===== src/rtl/pwr_clkstop_ctrl.sv =====
module pwr_clkstop_ctrl #(
  parameter int GRANT_DLY = 20,
  localparam int CNT_W = (GRANT_DLY > 2) ? $clog2(GRANT_DLY) : 1
) (
  input  logic       clk,
  input  logic       rst_n,
  input  logic       halt_req,
  input  logic       stpclk_req,
  input  logic       sleep_req,
  input  logic       wake_evt,
  input  logic       bus_tick,
  input  logic       ack_rsp,
  output logic [1:0] state_o,
  output logic       core_clk_en,
  output logic       snoop_ok,
  output logic       ack_req,
  output logic       proto_err,
  output logic       sleep_err
);
  localparam logic [1:0] ST_RUN = 2'd0, ST_HLT = 2'd1, ST_SG = 2'd2, ST_SLP = 2'd3;
  localparam logic [CNT_W-1:0] CNT_LAST = CNT_W'(GRANT_DLY - 1);

  typedef enum logic [1:0] {PH_IDLE, PH_ACK, PH_CNT} phase_t;

  logic [1:0]       state, home;
  phase_t           phase;
  logic [CNT_W-1:0] cnt;

  assign state_o     = state;
  assign ack_req     = (phase == PH_ACK);
  assign core_clk_en = (state == ST_RUN) || (state == ST_HLT);
  assign snoop_ok    = (state != ST_SLP);

  always_ff @(posedge clk or negedge rst_n) begin
    if (!rst_n) begin
      state     <= ST_RUN;
      home      <= ST_RUN;
      phase     <= PH_IDLE;
      cnt       <= '0;
      proto_err <= 1'b0;
      sleep_err <= 1'b0;
    end else begin
      proto_err <= 1'b0;
      sleep_err <= sleep_req && ((state == ST_RUN) || (state == ST_HLT));
      case (phase)
        PH_IDLE:
          case (state)
            ST_RUN, ST_HLT:
              if (stpclk_req) begin
                phase <= PH_ACK;
                home  <= state;
              end else if (state == ST_RUN && halt_req) state <= ST_HLT;
              else if (state == ST_HLT && wake_evt)  state <= ST_RUN;
            ST_SG:
              if (!stpclk_req)    state <= home;
              else if (sleep_req) state <= ST_SLP;
            default:
              if (!sleep_req) state <= ST_SG;
          endcase
        PH_ACK:
          if (!stpclk_req) begin
            phase     <= PH_IDLE;
            proto_err <= 1'b1;
          end else if (ack_rsp) begin
            phase <= PH_CNT;
            cnt   <= '0;
          end
        default:
          if (!stpclk_req) begin
            phase     <= PH_IDLE;
            proto_err <= 1'b1;
          end else if (bus_tick) begin
            if (cnt == CNT_LAST) begin
              phase <= PH_IDLE;
              state <= ST_SG;
            end else cnt <= cnt + 1'b1;
          end
      endcase
    end
  end

  p_sleep_entry_r6: assert property (@(posedge clk) disable iff (!rst_n)
    (state == ST_SLP && $past(state) != ST_SLP) |-> $past(state) == ST_SG);

  p_grant_delay_r4: assert property (@(posedge clk) disable iff (!rst_n)
    (state == ST_SG && $past(state) != ST_SG && $past(state) != ST_SLP) |->
      ($past(phase) == PH_CNT && $past(bus_tick) && $past(cnt) == CNT_LAST));

  p_ack_hold_r3: assert property (@(posedge clk) disable iff (!rst_n)
    (ack_req && stpclk_req && !ack_rsp) |=> ack_req);

  p_early_drop_r5: assert property (@(posedge clk) disable iff (!rst_n)
    (phase != PH_IDLE && !stpclk_req) |=> (proto_err && !ack_req && $stable(state)));

  p_wake_r2: assert property (@(posedge clk) disable iff (!rst_n)
    (state == ST_HLT && phase == PH_IDLE && !stpclk_req && wake_evt) |=> state == ST_RUN);

  p_sleep_err_r7: assert property (@(posedge clk) disable iff (!rst_n)
    (sleep_req && state == ST_RUN) |=> (sleep_err && state != ST_SLP));
endmodule


===== config.mk =====
export PLATFORM = sky130hd
export DESIGN_NAME = pwr_clkstop_ctrl
export DESIGN_NICKNAME = d
export VERILOG_FILES = /design/src/rtl/pwr_clkstop_ctrl.sv
export SDC_FILE = /design/constraint.sdc
export NUM_CORES = 1
export LEC_CHECK = 0
export ABC_AREA = 1
export BUFFER_PORTS_ARGS = -buffer_cell sky130_fd_sc_hd__buf_2
export CORE_MARGIN = 1.5
export CORE_UTILIZATION = 50
export DETAILED_ROUTE_END_ITERATION = 10
export PLACE_DENSITY = 0.78
export SETUP_SLACK_MARGIN = 0.02
export SYNTH_ARGS = -nofsm -noshare
export SYNTH_HDL_FRONTEND = slang
export SYNTH_SLANG_ARGS = --single-unit
export TNS_END_PERCENT = 5

===== constraint.sdc =====
create_clock -name clk -period 1.4 [get_ports clk]
set_input_delay 0.28 -clock clk [delete_from_list [all_inputs] [get_ports clk]]
set_output_delay 0.28 -clock clk [all_outputs]
set_load 0.02 [all_outputs]

==> impl_metrics.sql <==
INSERT INTO impl_metrics (metric_group, metric, value, unit) VALUES
('setup_path', 'timing.setup.critical_path_class', 'flop to output port', ''),
('finish', 'areaGrowthSynthToFinish', '24.06', '%'),
('clock_network', 'clk_path_buf_depth', '2', ''),
('detailed_routing', 'length_of_the_first_detailed_routing_pass_in_iterations', '4', ''),
('synth', 'synth-seq-area-share', '0.4088', ''),
('floorplanning', 'die-area', '1840', 'µm²'),
('placed_design', 'routabilityCongestion', '0.8228', ''),
('power_and_ir_drop', 'max-vdd-ir-drop', '0.0009072', 'V'),
('floorplanning', 'initial_utilization', '0.5345', ''),
('setup_path', 'worst_path_maximum_fanout', '6', ''),
('clock_network', 'worst_skew_pair.late_latency', '0.29', 'ns'),
('power_and_ir_drop', 'clockPowerShare', '0.125', ''),
('status', 'run_status', 'finished, final reports clean', ''),
('power_and_ir_drop', 'power-per-cell-area', '1967', 'nW/µm²'),
('global_routing', 'first_pass_grt_wire_length', '2946', 'µm'),
('placed_design', 'post-dp-hpwl', '1238', 'µm'),
('global_routing', 'grtUsageTotal', '0.2178', ''),
('power_and_ir_drop', 'power_switching_share', '0.4668', ''),
('floorplanning', 'core_outline_area', '1489', 'µm²'),
('detailed_routing', 'wl', '1736', 'µm'),
('power_and_ir_drop', 'finalPower', '1.942', 'mW'),
('timing', 'grt_setup_unrepaired', 'yes', ''),
('timing', 'max-slew-margin-rel', '0.8024', ''),
('floorplanning', 'num_io_pins', '15', ''),
('clock_network', 'ctsHtreeMaxLevel', '1', ''),
('floorplanning', 'core.rowCount', '14', ''),
('finish', 'post-route-cell-area', '987.2', 'µm²'),
('synth', 'synth.lib_cells_used.distinct', '22', ''),
('placed_design', 'io_buffer_count', '14', ''),
('global_routing', 'grt_max_degree', '14', ''),
('synth', 'syn-num-nets', '123', ''),
('timing', 'finalCritPeriodShare', '0.9592', ''),
('floorplanning', 'die_height', '42.90', 'µm'),
('timing', 'timing.final.ws_setup', '0.05719', 'ns'),
('placed_design', 'pre_cts_ws', '0.06588', 'ns'),
('synth', 'ys_seq_elements', '13', ''),
('clock_network', 'clk_transition_reported_paths', '0.09', 'ns'),
('detailed_routing', 'detail_route.wl_per_cell', '11.27', 'µm'),
('power_and_ir_drop', 'leakage', '0.5354', 'nW'),
('global_routing', 'grt-ovfl-total', '0', ''),
('timing', 'final_hold_viol_count', '0', ''),
('timing', 'slew_viol_final', '0', ''),
('detailed_routing', 'num_vias', '779', ''),
('finish', 'finalNetCount', '148', ''),
('synth', 'syn_avg_cell_area', '6.980', 'µm²'),
('detailed_routing', 'route.detailed.vias_per_inst', '5.058', ''),
('setup_path', 'cp-end-kind', 'output port', ''),
('detailed_routing', 'drtIter0Drc', '9', ''),
('setup_path', 'critPathLaunchType', 'flop', ''),
('clock_network', 'clock_sinks', '13', ''),
('finish', 'drive_above_1_share', '0.2754', ''),
('synth', 'synth-warning-count', '0', ''),
('finish', 'n_antenna_cell', '0', ''),
('detailed_routing', 'drcViolationCount', '0', ''),
('setup_path', 'arrival', '1.06', 'ns'),
('global_routing', 'antenna_violations_before_repair', '0', ''),
('placed_design', 'placedInstanceArea', '880.8', 'µm²'),
('min_path', 'worst_hold_path_type', 'primary input to flop', ''),
('power_and_ir_drop', 'power.share.combinational', '0.548', ''),
('run', 'max_cap_check_violation_count', '0', ''),
('timing', 'timing_worst_slew_pin_value', '0.2964', 'ns'),
('global_routing', 'first_global_vias', '713', ''),
('clock_network', 'cts_made_buffers', '3', ''),
('power_and_ir_drop', 'power.switching', '0.9062', 'mW'),
('power_and_ir_drop', 'pwr-share-seq', '0.327', ''),
('timing', 'fmax', '0.7447', 'GHz'),
('timing', 'clock-skew-final', '0.01038', 'ns'),
('floorplanning', 'dieWidth', '42.90', 'µm'),
('timing', 'timing.final.setup_violations', '0', ''),
('synth', 'synthCells', '114', ''),
('setup_path', 'worstPathRequired', '1.12', 'ns'),
('finish', 'fin_util', '0.6630', ''),
('clock_network', 'tritoncts_clock_tree', 'yes', ''),
('detailed_routing', 'final_antenna_net_count', '0', ''),
('power_and_ir_drop', 'internal_power', '1.035', 'mW'),
('timing', 'finalCriticalPeriod', '1.343', 'ns'),
('synth', 'mappedNetlistArea', '795.8', 'µm²'),
('clock_network', 'cts_root_buf', 'sky130_fd_sc_hd__clkbuf_4', '');
-- Yosys cell counts --
| library cell | n | share of area |
|---|---|---|
| sky130_fd_sc_hd__a21oi_1 | 2 | 0.013 |
| sky130_fd_sc_hd__a31oi_1 | 1 | 0.0079 |
| sky130_fd_sc_hd__and2_1 | 1 | 0.0079 |
| sky130_fd_sc_hd__buf_2 | 1 | 0.0063 |
| sky130_fd_sc_hd__dfrtp_1 | 13 | 0.41 |
| sky130_fd_sc_hd__ha_1 | 1 | 0.016 |
| sky130_fd_sc_hd__inv_1 | 14 | 0.066 |
| sky130_fd_sc_hd__inv_2 | 2 | 0.0094 |
| sky130_fd_sc_hd__nand2_1 | 38 | 0.18 |
| sky130_fd_sc_hd__nand2_2 | 1 | 0.0079 |
| sky130_fd_sc_hd__nand3_1 | 7 | 0.044 |
| sky130_fd_sc_hd__nand4_1 | 4 | 0.031 |
| sky130_fd_sc_hd__nor2_1 | 13 | 0.061 |
| sky130_fd_sc_hd__nor2_2 | 1 | 0.0079 |
| sky130_fd_sc_hd__nor2_4 | 2 | 0.028 |
| sky130_fd_sc_hd__o21ai_0 | 5 | 0.031 |
| sky130_fd_sc_hd__o21ai_1 | 2 | 0.013 |
| sky130_fd_sc_hd__o21ai_2 | 1 | 0.011 |
| sky130_fd_sc_hd__o31ai_1 | 1 | 0.0094 |
| sky130_fd_sc_hd__or2_1 | 1 | 0.0079 |
| sky130_fd_sc_hd__xnor2_1 | 1 | 0.011 |
| sky130_fd_sc_hd__xor2_1 | 2 | 0.022 |
-- through the flow --
step	setup TNS, ns	std cells	hold slack (ns)
3_5_place_dp	0	143	0.1804
5_1_grt	-0.04950	154	0.2256
6_report	0	154	0.2188
2_1_floorplan	0	114	-0.01559
4_1_cts	0	149	0.2164
3_3_place_gp	0	143	0.1810
-- worst paths after layout --
kind | from | endpoint | slack [ns] | depth (start not counted)
setup / recovery | phase[1] | ack_req | 0.06 | 4
hold / removal | sleep_req | sleep_err | 0.22 | 3
setup reg to reg | cnt[1] | cnt[0] | 0.10 | 7
hold reg to reg | home[1] | home[1] | 0.49 | 1
max in group asynchronous | rst_n | state_o[0] | 0.74 | 2
min in group asynchronous | rst_n | cnt[3] | 0.40 | 2
-- layout by cell type (no fill, tap or decap), types with 2 or more instances in the layout --
master | synthesis | routed
sky130_fd_sc_hd__o21ai_0 | 5 | 5
sky130_fd_sc_hd__inv_2 | 2 | 3
sky130_fd_sc_hd__buf_4 | 0 | 6
sky130_fd_sc_hd__nand2_1 | 38 | 37
sky130_fd_sc_hd__dfrtp_2 | 0 | 3
sky130_fd_sc_hd__nand4_1 | 4 | 4
sky130_fd_sc_hd__nor2_2 | 1 | 2
sky130_fd_sc_hd__o21ai_1 | 2 | 2
sky130_fd_sc_hd__clkbuf_4 | 0 | 3
sky130_fd_sc_hd__xor2_1 | 2 | 2
sky130_fd_sc_hd__nor2_4 | 2 | 2
sky130_fd_sc_hd__a21oi_1 | 2 | 2
sky130_fd_sc_hd__buf_2 | 1 | 13
sky130_fd_sc_hd__inv_1 | 14 | 12
sky130_fd_sc_hd__nand3_1 | 7 | 7
sky130_fd_sc_hd__nor2_1 | 13 | 12
sky130_fd_sc_hd__dfrtp_1 | 13 | 10
-- power groups by stage --
stage / sequential, mW / clock, mW / combinational [mW]
floorplan: 0.660 / 0 / 0.620
global placement: 0.628 / 0 / 0.849
detailed placement: 0.637 / 0 / 0.879
CTS: 0.630 / 0.246 / 0.923
global route: 0.653 / 0.265 / 1.20
finish: 0.635 / 0.242 / 1.06
-- kinds of logic after synthesis --
| logic type | count (synthesis) | share of synthesized area |
|---|---|---|
| AOI/OAI and AO/OA | 12 | 0.08491 |
| xor gates and xnor gates | 3 | 0.03302 |
| adders and majority gates | 1 | 0.01572 |
| buffers and inverters | 17 | 0.08176 |
| DFF | 13 | 0.4088 |
| and+or+nand+nor | 68 | 0.3758 |
-- layout make-up --
class | count | area (µm²)
clock buffers | 4 | 26.28
fillers | 134 | 501.7
inverters | 16 | 62.56
multi-input cells | 84 | 417.9
flip-flops and latches | 13 | 329.1
well taps | 16 | 20.02
repair buffers | 21 | 131.4
-- flip-flops by register name, summed over array words and instances (netlist names) --
name and flops:
proto_err 1, home 2, state_o 2, phase 2, cnt 5, sleep_err 1
-- worst max-delay path, cell delays in order, from the launching register on --
cell and delay, ns:
sky130_fd_sc_hd__dfrtp_2 0.42, sky130_fd_sc_hd__inv_2 0.08, sky130_fd_sc_hd__nand2_4 0.07, sky130_fd_sc_hd__inv_4 0.09, sky130_fd_sc_hd__buf_6 0.12
-- timing repair --
item                       4_1_cts  5_1_grt
setup buffers                    1        5
pin swaps                        0        3
resized for setup                6        6
hold endpoints to repair        13        0
hold buffers                     1        0
setup endpoints to repair        2       10
-- layer usage --
layer	GRT usage	part of all wire
met5	0	0
met4	0.09375	0.028
met3	0.05106	0.029
met2	0.3485	0.47
met1	0.2784	0.47
Note: power is estimated with default switching activity, not from simulation.
